--- config.mk ---
export PLATFORM = sky130hd
export DESIGN_NAME = sdram_cmd_seq
export DESIGN_NICKNAME = d
export VERILOG_FILES = /design/src/rtl/sdram_seq_pkg.sv /design/src/rtl/sdram_refresh_timer.sv /design/src/rtl/sdram_bank_timers.sv /design/src/rtl/sdram_cmd_seq.sv
export SDC_FILE = /design/constraint.sdc
export NUM_CORES = 1
export LEC_CHECK = 0
export BUFFER_PORTS_ARGS = -buffer_cell sky130_fd_sc_hd__buf_2
export CORE_MARGIN = 4
export CORE_UTILIZATION = 58
export DETAILED_ROUTE_END_ITERATION = 10
export PLACE_DENSITY_LB_ADDON = 0.3
export SETUP_SLACK_MARGIN = 0.2
export SLEW_MARGIN = 15
export SYNTH_ARGS = -nofsm -noshare
export SYNTH_HDL_FRONTEND = slang
export SYNTH_HIERARCHICAL = 1
export SYNTH_SLANG_ARGS = --single-unit
--- constraint.sdc ---
create_clock -name clk -period 3.2 [get_ports clk]
set_input_delay 0.48 -clock clk [delete_from_list [all_inputs] [get_ports clk]]
set_output_delay 0.48 -clock clk [all_outputs]
set_load 0.02 [all_outputs]
--- src/rtl/sdram_seq_pkg.sv ---
// Shared types for the SDRAM command sequencer.
// Command codes are the {cs_n, ras_n, cas_n, we_n} pin pattern.
package sdram_seq_pkg;
    typedef enum logic [3:0] {
        CMD_MRS = 4'b0000,
        CMD_REF = 4'b0001,
        CMD_ACT = 4'b0011,
        CMD_WR  = 4'b0100,
        CMD_RD  = 4'b0101,
        CMD_NOP = 4'b0111
    } cmd_e;

    typedef enum logic [1:0] {
        ST_INIT,
        ST_IDLE,
        ST_COL
    } seq_state_e;
endpackage

--- src/rtl/sdram_refresh_timer.sv ---
// Free-running refresh interval counter.
// Raises 'pending' each time T_REFI clocks elapse; 'ack' clears it.
// Assumes T_REFI >= 2. The count never pauses for a waiting refresh.
module sdram_refresh_timer #(
    parameter int T_REFI = 1563
) (
    input  logic clk,
    input  logic rst_n,
    input  logic ack,
    output logic pending
);
    localparam int CW = $clog2(T_REFI);

    logic [CW-1:0] cnt;
    logic          wrap;

    assign wrap = (cnt == CW'(T_REFI - 1));

    // Interval counter wraps every T_REFI clocks.
    always_ff @(posedge clk) begin
        if (!rst_n)    cnt <= '0;
        else if (wrap) cnt <= '0;
        else           cnt <= cnt + 1'b1;
    end

    // Pending flag: set on wrap (wins over ack), cleared on ack.
    always_ff @(posedge clk) begin
        if (!rst_n)    pending <= 1'b0;
        else if (wrap) pending <= 1'b1;
        else if (ack)  pending <= 1'b0;
    end
endmodule

--- src/rtl/sdram_bank_timers.sv ---
// One row-cycle countdown per bank.
// A load on activate starts the bank's T_RC window; 'closed' is high once the
// window has run out. Auto-precharge is assumed to finish inside T_RC.
module sdram_bank_timers #(
    parameter int NBANK = 4,
    parameter int T_RC  = 7,
    parameter int TW    = 4
) (
    input  logic                     clk,
    input  logic                     rst_n,
    input  logic                     load,
    input  logic [$clog2(NBANK)-1:0] load_bank,
    output logic [NBANK-1:0]         closed
);
    for (genvar b = 0; b < NBANK; b++) begin : g_bank
        logic [TW-1:0] cnt;

        // Per-bank countdown from T_RC-1 to zero.
        always_ff @(posedge clk) begin
            if (!rst_n)                            cnt <= '0;
            else if (load && load_bank == b[$clog2(NBANK)-1:0]) cnt <= TW'(T_RC - 1);
            else if (cnt != '0)                    cnt <= cnt - 1'b1;
        end

        assign closed[b] = (cnt == '0);
    end
endmodule

--- src/rtl/sdram_cmd_seq.sv ---
// SDRAM command and timing sequencer (top).
// Turns host read/write requests into activate + column-with-auto-precharge
// pairs, inserts periodic auto refresh, and writes the mode register once
// after reset. All spacings are parameters in clocks. Assumes one request in
// flight, burst length 1, and COL_W + 1 <= ROW_W (column skips the flag line).
module sdram_cmd_seq
    import sdram_seq_pkg::*;
#(
    parameter int          ROW_W     = 12,
    parameter int          BANK_W    = 2,
    parameter int          COL_W     = 11,
    parameter int          T_RCD     = 2,
    parameter int          T_RRD     = 2,
    parameter int          T_RC      = 7,
    parameter int          T_MRD     = 2,
    parameter int          T_RFC     = 7,
    parameter int          T_DAL     = 2,
    parameter int          T_REFI    = 1563,
    parameter logic [11:0] MODE_WORD = 12'h020
) (
    input  logic                            clk,
    input  logic                            rst_n,
    input  logic                            req_valid,
    output logic                            req_ready,
    input  logic                            req_write,
    input  logic [ROW_W+BANK_W+COL_W-1:0]   req_addr,
    output logic                            done,
    output logic                            cke,
    output logic                            cs_n,
    output logic                            ras_n,
    output logic                            cas_n,
    output logic                            we_n,
    output logic [BANK_W-1:0]               ba,
    output logic [ROW_W-1:0]                addr
);
    localparam int NBANK  = 1 << BANK_W;
    localparam int AP_BIT = 10;
    localparam int TMAX   = T_RC + T_RFC + T_MRD + T_DAL + T_RCD + T_RRD;
    localparam int TW     = $clog2(TMAX + 1);

    seq_state_e        state;
    cmd_e              cmd_q;
    logic [TW-1:0]     gap, rrd, dal;
    logic [BANK_W-1:0] hold_bank;
    logic [COL_W-1:0]  hold_col;
    logic              hold_wr;
    logic [NBANK-1:0]  bank_closed;
    logic              ref_pending, ref_go, accept;

    logic [COL_W-1:0]  in_col;
    logic [BANK_W-1:0] in_bank;
    logic [ROW_W-1:0]  in_row;

    assign in_col  = req_addr[COL_W-1:0];
    assign in_bank = req_addr[COL_W +: BANK_W];
    assign in_row  = req_addr[COL_W+BANK_W +: ROW_W];

    // Column onto the bus with the auto-precharge line forced high.
    function automatic logic [ROW_W-1:0] col_bus(input logic [COL_W-1:0] c);
        logic [ROW_W-1:0] a;
        a = '0;
        for (int i = 0; i < COL_W; i++) begin
            if (i < AP_BIT) a[i]     = c[i];
            else            a[i + 1] = c[i];
        end
        a[AP_BIT] = 1'b1;
        return a;
    endfunction

    // Refresh when due, nothing else pending and every bank closed.
    assign ref_go = (state == ST_IDLE) && ref_pending && (gap == '0) &&
                    (dal == '0) && (&bank_closed);

    // Host may start a row only when all spacings to an activate are met.
    assign req_ready = (state == ST_IDLE) && !ref_pending && (gap == '0) &&
                       (rrd == '0) && (dal == '0) && bank_closed[in_bank];
    assign accept    = req_valid && req_ready;

    sdram_refresh_timer #(.T_REFI(T_REFI)) u_refi (
        .clk     (clk),
        .rst_n   (rst_n),
        .ack     (ref_go),
        .pending (ref_pending)
    );

    sdram_bank_timers #(.NBANK(NBANK), .T_RC(T_RC), .TW(TW)) u_banks (
        .clk       (clk),
        .rst_n     (rst_n),
        .load      (accept),
        .load_bank (in_bank),
        .closed    (bank_closed)
    );

    // Sequencer: picks one command per clock and loads the spacing counters.
    always_ff @(posedge clk) begin
        if (!rst_n) begin
            state     <= ST_INIT;
            cmd_q     <= CMD_NOP;
            gap       <= '0;
            rrd       <= '0;
            dal       <= '0;
            ba        <= '0;
            addr      <= '0;
            done      <= 1'b0;
            hold_bank <= '0;
            hold_col  <= '0;
            hold_wr   <= 1'b0;
        end else begin
            cmd_q <= CMD_NOP;
            done  <= 1'b0;
            gap   <= (gap != '0) ? gap - 1'b1 : gap;
            rrd   <= (rrd != '0) ? rrd - 1'b1 : rrd;
            dal   <= (dal != '0) ? dal - 1'b1 : dal;
            unique case (state)
                ST_INIT: begin
                    cmd_q <= CMD_MRS;
                    ba    <= '0;
                    addr  <= MODE_WORD;
                    gap   <= TW'(T_MRD - 1);
                    state <= ST_IDLE;
                end
                ST_IDLE: begin
                    if (ref_go) begin
                        cmd_q <= CMD_REF;
                        gap   <= TW'(T_RFC - 1);
                    end else if (accept) begin
                        cmd_q     <= CMD_ACT;
                        ba        <= in_bank;
                        addr      <= in_row;
                        gap       <= TW'(T_RCD - 1);
                        rrd       <= TW'(T_RRD - 1);
                        hold_bank <= in_bank;
                        hold_col  <= in_col;
                        hold_wr   <= req_write;
                        state     <= ST_COL;
                    end
                end
                ST_COL: begin
                    if (gap == '0) begin
                        cmd_q <= hold_wr ? CMD_WR : CMD_RD;
                        ba    <= hold_bank;
                        addr  <= col_bus(hold_col);
                        done  <= 1'b1;
                        if (hold_wr) dal <= TW'(T_DAL - 1);
                        state <= ST_IDLE;
                    end
                end
                default: state <= ST_IDLE;
            endcase
        end
    end

    assign cke   = 1'b1;
    assign cs_n  = cmd_q[3];
    assign ras_n = cmd_q[2];
    assign cas_n = cmd_q[1];
    assign we_n  = cmd_q[0];
endmodule

==> results.ini, run 1 <==
[outcome]
status = completed

[floorplanning]
die_area_um2 = 8240
die_x_um = 90.8
fp.coreArea_um2 = 6490
start_util_pct = 61.2
row_count = 29
die_y_um = 90.8
io_pins = 50

[sta]
fin_crit_sh_pct = 88.2
fmax_mhz = 354
maxSlewHeadroom_pct = 49.6
finalMaxSlewViolations = 0
worst_pin_slew_ns = 0.757
tns_ns = 0
worst_clock_skew_ns = 0.0171
timing.hold.ws_ns = 0.363
final_hold_viol_count = 0
min_period_ns = 2.82
setup_violations = 0
rsz0062_at_grt = no

[clock_tree]
insertion_delay_ns = 0.35
clock-root-buffer = clkbuf_8
cts_buffers = 9
clockBufferDepth = 2
path_clk_slew_ns = 0.09
cts_tree = built
hold_buffers = 0
cts_setup_buffers = 0
cts_resized = 0
cts.sinks = 81
htreeDepth = 3

[synth]
synth-main-ff-cell = dfxtp_1
synth-seq-cells = 81
synth_cells = 427
ys_seq_area_share_pct = 40.8
synth_area_um2 = 3970
synth-edff-count = 0
postSynthAreaPerCell_um2 = 9.31
yosysWarnings = 6
ys_async_sr_fraction_pct = 0
synth.net_count = 474
yosysUniqueCellTypes = 59

[routing]
viasPerCell = 5.61
vias = 3085
drc = 0
ant_nets = 0
finalWirelength_mm = 7.98
drt_iter0_markers = 131
drtPass1Iterations = 4
wl_per_cell_um = 14.5

[critical_path]
worstPathMaxFanout = 7
cp_cell_sequence = inv_1 -> ha_1 -> or4b_1 -> nor4_1 -> and2_1 -> buf_2
critPathMaxStageDelay_ns = 0.62
arrival_ns = 2.34
startpoint_type = register
crit_path_end_kind = output pin
crit_buf_inv = 2
path_class = reg2out
crit_family = simple AND/OR/NAND/NOR gates
critical_path_required_ns = 2.72
slowest_stage = or4b_1

[final_layout]
areaGrowthSynthToFinish_pct = 11.1
fin_cells = 550
ff_latch_area_um2 = 1620
nFillCells = 543
multi_input_area_um2 = 2140
mostFrequentLayoutCells = dfxtp_1, nand2_1, buf_2, nor2_1, inv_1
mostFrequentLayoutCell = dfxtp_1
nets = 515
antenna_cells = 0
drive_above_1_share_pct = 20.1
fin_util_pct = 68.0

[place]
dp_hpwl_mm = 5.79
gp_congestion = 0.800
dp.cells = 534
port_buffers = 47

[power]
vdd_drop_max_mv = 0.404
power.density_nw_per_um2 = 802
power_uw = 3540
leakagePower_uw = 0.00178

[global_route]
grt_max_degree = 41
grt_usage_pct = 19.7
grt-ovfl-total = 0
grt_pass1_vias = 3012
antenna_found_initial = 0
grt_pass1_wl_mm = 13.4

[job]
max_cap_violations = 0

[min_path]
hold_class = in2reg

logic make-up after synthesis:
| kind of cell | after synthesis | synth area share, % |
|---|---|---|
| AND/OR/NAND/NOR | 167 | 24.1 |
| XOR/XNOR | 26 | 5.73 |
| buffers and inverters | 42 | 5.29 |
| multiplexers | 19 | 5.23 |
| adder cells (fa/ha/maj) | 18 | 5.67 |
| AO/OA/AOI/OAI | 72 | 13.0 |
| flip-flops | 81 | 40.8 |
| other | 2 | 0.189 |
report_power, final:
part           leakage [µW]  total (µW)  switching (µW)  internal, µW
sequential         0.000663        1400             194          1210
combinational       0.00101        1330             646           681
clock              0.000103         814             372           442
path summary, 6_finish.rpt:
path | from | end | slack, ns | cells past startpoint
setup reg to reg | gap[0] | u_banks/g_bank[0].cnt[3] | 0.48 | 8
hold reg to reg | ba[0] | ba[0] | 0.46 | 2
setup / recovery | gap[0] | req_ready | 0.38 | 6
hold / removal | req_addr[9] | hold_col[9] | 0.36 | 3
Yosys cell counts, types with 2 or more instances:
library cell / instances / area [µm²]
nand2_1: 62 / 233
xor2_1: 4 / 35.0
buf_6: 4 / 45.0
nand2_2: 7 / 43.8
a21oi_2: 6 / 52.6
and2_1: 6 / 37.5
conb_1: 2 / 7.51
xnor2_1: 22 / 193
nor4b_4: 5 / 119
mux2i_1: 14 / 140
buf_4: 3 / 22.5
or4b_1: 3 / 30.0
nor4_1: 2 / 12.5
a22o_1: 12 / 105
ha_1: 18 / 225
inv_1: 23 / 86.3
nor2_1: 28 / 105
nand3_1: 9 / 45.0
and3_1: 6 / 37.5
or3_1: 3 / 18.8
a21oi_1: 22 / 110
nor3b_1: 3 / 22.5
a21boi_1: 2 / 15.0
or4_1: 4 / 30.0
nand4_1: 2 / 12.5
dfxtp_1: 81 / 1620
nand2b_1: 3 / 18.8
mux2_2: 4 / 45.0
nand3b_1: 5 / 37.5
o21ai_0: 10 / 50.1
o31ai_1: 4 / 30.0
a21boi_0: 3 / 22.5
nor3_1: 10 / 50.1
clkbuf_1: 10 / 37.5
routing by layer:
layer	wire (µm)	GRT usage, %	vias to the layer above
met5	0	0	-
li1	-	-	1550
met4	131	5.28	0
met2	3960	34.5	56
met3	370	4.92	14
met1	3510	23.9	1465
area by class of cell:
type / count / area share [%]
multi-input combinational: 304 / 48.5
sequential: 81 / 36.7
timing repair buffer: 49 / 5.67
clock buffer: 10 / 2.89
tap: 77 / 2.18
clock inverter: 6 / 2.10
inverter: 23 / 1.95
sequential cells by signal, indices dropped and copies added, names as in the netlist:
name,count
rrd,5
addr,12
u_banks/g_bank.cnt,20
dal,5
u_refi/pending,1
u_refi/cnt,11
hold_bank,2
cmd_q,3
ba,2
hold_col,11
gap,5
state,2
done,1
hold_wr,1
metrics by stage:
stage	cell area, µm²	worst slack, ns
floorplan	3970	0.768
CTS	4420	0.384
global placement	4200	0.610
global route	4420	0.281
detailed placement	4200	0.537
finish	4420	0.379
tightest hold or removal path: stages:
cell	delay (ns)
buf_2	0.09
nand2_1	0.04
a21oi_1	0.05
No activity file was read; power rests on OpenSTA's default activity.
==> run 2: changes to the inputs <==
- SYNTH_HIERARCHICAL: 1 -> not set
==> results.ini, run 2 <==
[outcome]
status = completed

[clock_tree]
clock-root-buffer = clkbuf_8
path_clk_slew_ns = 0.09  ; about the same
hold_buffers = 0  ; unchanged
htreeDepth = 3  ; unchanged
cts_setup_buffers = 0  ; unchanged
cts_buffers = 9  ; unchanged
clockBufferDepth = 2  ; unchanged
cts_resized = 0  ; unchanged
cts.sinks = 81  ; unchanged
insertion_delay_ns = 0.35  ; about the same
cts_tree = built

[synth]
synth-main-ff-cell = dfxtp_1
synth.area.top_cells = dfxtp_1, nand2_1, ha_1
synth-seq-cells = 81  ; unchanged
synth_area_um2 = 4070  ; +2.4%
yosysMostFrequentCell = dfxtp_1
synth_cells = 449  ; +5.2%
yosysWarnings = 0  ; -6
yosysTopAreaCellShare_pct = 39.8  ; -0.97 points
synth_area_leader_cell = dfxtp_1
synth-edff-count = 0  ; unchanged
yosysUniqueCellTypes = 62  ; +5.1%
synth_common_cells = dfxtp_1, nand2_1, nor2_1
ys_seq_area_share_pct = 39.8  ; -0.97 points
synth.net_count = 497  ; +4.9%
postSynthAreaPerCell_um2 = 9.06  ; -2.6%
ys_async_sr_fraction_pct = 0  ; unchanged

[min_path]
min_path_cells = 3  ; unchanged
min-delay-start = req_addr[1]
hold_class = in2reg

[place]
dp_hpwl_mm = 5.77  ; -0.22%
gp_congestion = 0.841  ; +5.1%
port_buffers = 47  ; unchanged

[global_route]
grt_pass1_wl_mm = 13.2  ; -1.4%
grt_usage_pct = 19.4  ; -0.31 points
grt_max_degree = 23  ; -44%
grt_pass1_vias = 2925  ; -2.9%
grt-ovfl-total = 0  ; unchanged
antenna_found_initial = 0  ; unchanged

[sta]
fin_crit_sh_pct = 86.9  ; -1.3 points
worst_pin_slew_ns = 1.02  ; +0.263 ns
worst_clock_skew_ns = 0.00826  ; -0.00885 ns
timing.hold.ws_ns = 0.361  ; -0.00145 ns
tns_ns = 0  ; unchanged
fmax_mhz = 360  ; +1.5%
final_hold_viol_count = 0  ; unchanged
min_period_ns = 2.78  ; -0.0415 ns
maxSlewHeadroom_pct = 31.1  ; -18 points
finalMaxSlewViolations = 0  ; unchanged
rsz0062_at_grt = no
setup_violations = 0  ; unchanged

[job]
max_cap_violations = 0  ; unchanged

[floorplanning]
die_y_um = 91.8  ; +1.1%
row_count = 30  ; +3.4%
die_x_um = 91.8  ; +1.1%
fp.coreArea_um2 = 6790  ; +4.6%
start_util_pct = 59.9  ; -1.3 points
io_pins = 50  ; unchanged
die_area_um2 = 8420  ; +2.2%

[power]
power_uw = 3430  ; -3.2%
leakagePower_uw = 0.00184  ; +3.4%
vdd_drop_max_mv = 0.413  ; +2.2%
power.density_nw_per_um2 = 770  ; -3.9%

[routing]
drtPass1Iterations = 4  ; unchanged
vias = 3110  ; +0.81%
ant_nets = 0  ; unchanged
wl_per_cell_um = 13.4  ; -7.9%
viasPerCell = 5.28  ; -5.9%
drt_iter0_markers = 181  ; +38%
drc = 0  ; unchanged
finalWirelength_mm = 7.87  ; -1.4%

[critical_path]
crit_buf_inv = 2  ; unchanged
cp_cell_sequence = inv_1 -> ha_1 -> or4b_1 -> nor3_1 -> and3_1 -> buf_2
slowest_stage = or4b_1
worstPathMaxFanout = 8  ; +1
cp_num_cells = 6  ; unchanged
critical_path_required_ns = 2.72  ; about the same
critPathMaxStageDelay_ns = 0.68  ; +0.06 ns
r2r-start = gap[0]
arrival_ns = 2.30  ; -0.04 ns
crit_family = simple AND/OR/NAND/NOR gates
crit_path_end_kind = output pin
reg2reg_depth = 7  ; -1
path_class = reg2out
startpoint = gap[0]
startpoint_type = register

[final_layout]
mostFrequentLayoutCell = dfxtp_1
areaGrowthSynthToFinish_pct = 9.41
mostFrequentLayoutCells = dfxtp_1, nand2_1, buf_2, nor2_1
largest_register = u_banks.g_bank.cnt
antenna_cells = 0  ; unchanged
largest_reg_flops = 20  ; unchanged
largestRegisters = u_banks.g_bank.cnt x20, addr x12
drive_above_1_share_pct = 21.5  ; +1.4 points
nets = 536  ; +4.1%

-- run 2: changes by cell type in the layout (fill, tap and decap cells not counted), moves of 5 or more --
cell / previous run / this run
o21a_1: 1 / 7
and2_1: 6 / 1
nand3_1: 9 / 15
or3_1: 3 / 8
o21ai_0: 10 / 4
nor2_1: 28 / 38
xnor2_1: 22 / 17
nand3b_1: 5 / 0
xor2_1: 4 / 11
nand2_1: 62 / 70
-- run 2: worst register-to-register path, stage by stage, from the launching register on --
cell	delay, ns
dfxtp_1	0.33
inv_1	0.06
ha_1	0.21
or4b_1	0.68
nor4_4	0.33
nand3_1	0.45
nand2_1	0.25
a211oi_1	0.07
-- run 2: cell families (layout without fill, tap and decap cells) --
group           Yosys count  after routing  synth area share [%]
other cells               2              2                 0.185
simple gates            192            192                  25.3
mux                      15             15                  4.03
buf+inv                  43             87                  6.27
compound gates           69             69                  12.5
fa+ha+maj                19             19                  5.84
flops                    81             81                  39.8
xor+xnor                 28             28                  6.03
-- run 2: where the power goes --
part | internal [µW] | total (µW) | switching, µW
logic | 650 | 1360 | 712
clock network | 286 | 672 | 386
registers | 1210 | 1400 | 185
-- run 2: final cells by class --
| type | count | area (µm²) |
|---|---|---|
| Clock buffer | 9 | 124 |
| Clock inverter | 7 | 53.8 |
| Fill cell | 549 | 2340 |
| Inverter | 20 | 75.1 |
| Multi-Input combinational cell | 325 | 2190 |
| Sequential cell | 81 | 1620 |
| Tap cell | 96 | 120 |
| Timing Repair Buffer | 51 | 265 |
-- run 2: path summary, 6_finish.rpt --
kind | endpoint | slack [ns]
worst max-delay path | req_ready | 0.42
worst min register to register | addr[9] | 0.46
worst min-delay path | hold_col[1] | 0.36
worst max register to register | rrd[1] | 0.69
-- run 2: stage by stage --
step | instances | worst slack (ns) | utilization, % | area (µm²)
CTS | 589 | 0.395 | 65.5 | 4450
global placement | 573 | 0.770 | 62.9 | 4280
floorplan | 449 | 1.12 | - | 4070
detailed placement | 573 | 0.675 | 62.9 | 4280
global route | 589 | 0.263 | 65.5 | 4450
finish | 589 | 0.420 | 65.5 | 4450
-- run 2: per-layer routing --
metal	vias to the layer above	wire length (µm)	global-route usage (%)
met5	-	0	0
met2	61	3700	31.3
met3	11	390	6.23
met1	1438	3670	25.0
li1	1600	-	-
met4	0	107	5.07
==> run 3: changes to the inputs <==
- BUFFER_PORTS_ARGS: -buffer_cell sky130_fd_sc_hd__buf_2 -> not set
- CORE_UTILIZATION: 58 -> 63
- DONT_BUFFER_PORTS: not set -> 1
==> results.ini, run 3 (synthesis gave the netlist of run 2 again) <==
[outcome]
status = completed

[sta]
tns_ns = 0  ; unchanged
maxSlewHeadroom_pct = 38.8  ; +7.7 points
layout_setup_ws_ns = 0.490  ; +0.0691 ns
fmax_mhz = 369  ; +2.5%
rsz0062_at_grt = no
setup_violations = 0  ; unchanged
worst_pin_slew_ns = 0.906  ; -0.114 ns
final_hold_viol_count = 0  ; unchanged
worst_clock_skew_ns = 0.0127  ; +0.00442 ns
fin_crit_sh_pct = 84.7  ; -2.2 points
min_period_ns = 2.71  ; -0.0691 ns
finalMaxSlewViolations = 0  ; unchanged

[clock_tree]
cts_tree = built
clock-root-buffer = clkbuf_8
path_clk_slew_ns = 0.08  ; about the same
cts.sinks = 81  ; unchanged
cts_setup_buffers = 0  ; unchanged
htreeDepth = 3  ; unchanged
cts_resized = 0  ; unchanged
insertion_delay_ns = 0.36  ; about the same
hold_buffers = 0  ; unchanged
cts_buffers = 9  ; unchanged
clockBufferDepth = 2  ; unchanged

[floorplanning]
fp.coreArea_um2 = 6310  ; -7.1%
start_util_pct = 64.5  ; +4.6 points
die_x_um = 88.4  ; -3.7%
row_count = 29  ; -3.3%
io_pins = 50  ; unchanged
die_y_um = 88.4  ; -3.7%
die_area_um2 = 7810  ; -7.3%

[power]
leakagePower_uw = 0.00166  ; -9.7%
vdd_drop_max_mv = 0.649  ; +57%
power.density_nw_per_um2 = 849  ; +10%
power_uw = 3600  ; +5.0%

[routing]
drt_iter0_markers = 97  ; -46%
wl_per_cell_um = 15.2  ; +14%
drc = 0  ; unchanged
viasPerCell = 5.70  ; +8.0%
ant_nets = 0  ; unchanged
finalWirelength_mm = 7.92  ; +0.65%
drtPass1Iterations = 5  ; +1
vias = 2971  ; -4.5%

[global_route]
antenna_found_initial = 0  ; unchanged
grt_max_degree = 43  ; +87%
grt-ovfl-total = 0  ; unchanged
grt_pass1_wl_mm = 12.8  ; -3.3%
grt_pass1_vias = 2878  ; -1.6%
grt_usage_pct = 20.8  ; +1.4 points

[critical_path]
worstPathMaxFanout = 8  ; unchanged
startpoint = gap[0]
critPathMaxStageDelay_ns = 0.68  ; about the same
startpoint_type = register
r2r-start = gap[0]
arrival_ns = 2.23  ; -0.07 ns
cp_cell_sequence = inv_1 -> ha_1 -> or4b_1 -> nor3_1 -> and3_1
slowest_stage = or4b_1
path_class = reg2out
crit_path_end_kind = output pin
critical_path_required_ns = 2.72  ; about the same

[place]
place_ws_ns = 0.690  ; +0.0144 ns
dp_hpwl_mm = 5.57  ; -3.5%
dp.cells = 506  ; -12%
gp_congestion = 0.887  ; +5.5%
port_buffers = 0  ; -100%

[final_layout]
antenna_cells = 0  ; unchanged
drive_above_1_share_pct = 12.6  ; -8.9 points
largestRegisters = u_banks.g_bank.cnt x20, addr x12
fin_cells = 521  ; -12%
mostFrequentLayoutCell = dfxtp_1
areaGrowthSynthToFinish_pct = 4.18
mostFrequentLayoutCells = dfxtp_1, nand2_1, nor2_1
largest_reg_flops = 20  ; unchanged
fin_util_pct = 67.2  ; +1.6 points
largest_register = u_banks.g_bank.cnt
nets = 488  ; -9.0%

[job]
max_cap_violations = 0  ; unchanged

[min_path]
min-delay-start = rst_n
hold_class = in2reg

-- run 3: area by class of cell --
class / instances / area (µm²)
inverter: 20 / 75.1
fill: 513 / 2070
clock inverter: 5 / 104
sequential: 81 / 1620
tap: 77 / 96.3
clock buffer: 10 / 128
timing repair buffer: 3 / 22.5
multi-input combinational: 325 / 2190
-- run 3: worst max-delay path, delay by kind of cell (launching register included) --
kind          cells  cell delay [ns]
simple gates      3             1.28
flops             1             0.33
buf+inv           1             0.06
fa+ha+maj         1             0.21
-- run 3: per-stage QoR --
step	hold slack, ns	area, µm²
2_1_floorplan	0.420	4070
3_3_place_gp	0.438	4010
3_5_place_dp	0.444	4010
4_1_cts	0.207	4240
5_1_grt	0.212	4240
6_report	0.216	4240
-- run 3: worst paths after layout --
check                                     to  slack [ns]  cells past startpoint
worst max-delay path               req_ready        0.49                      5
worst min-delay path                cmd_q[1]        0.22                      1
worst max register to register        rrd[1]        0.68                      7
worst min register to register  hold_bank[0]        0.45                      2
-- run 3: report_power, final --
group | leakage, µW | internal [µW] | switching, µW | total [µW]
sequential | 0.000663 | 1210 | 204 | 1420
combinational | 0.000884 | 628 | 674 | 1300
clock | 0.000117 | 516 | 368 | 884
-- run 3: routing by layer --
layer / part of all wire, % / global-route usage [%]
met1: 43 / 25.9
met2: 48 / 33.7
met3: 6.5 / 4.93
met4: 2.1 / 10.6
met5: 0 / 0
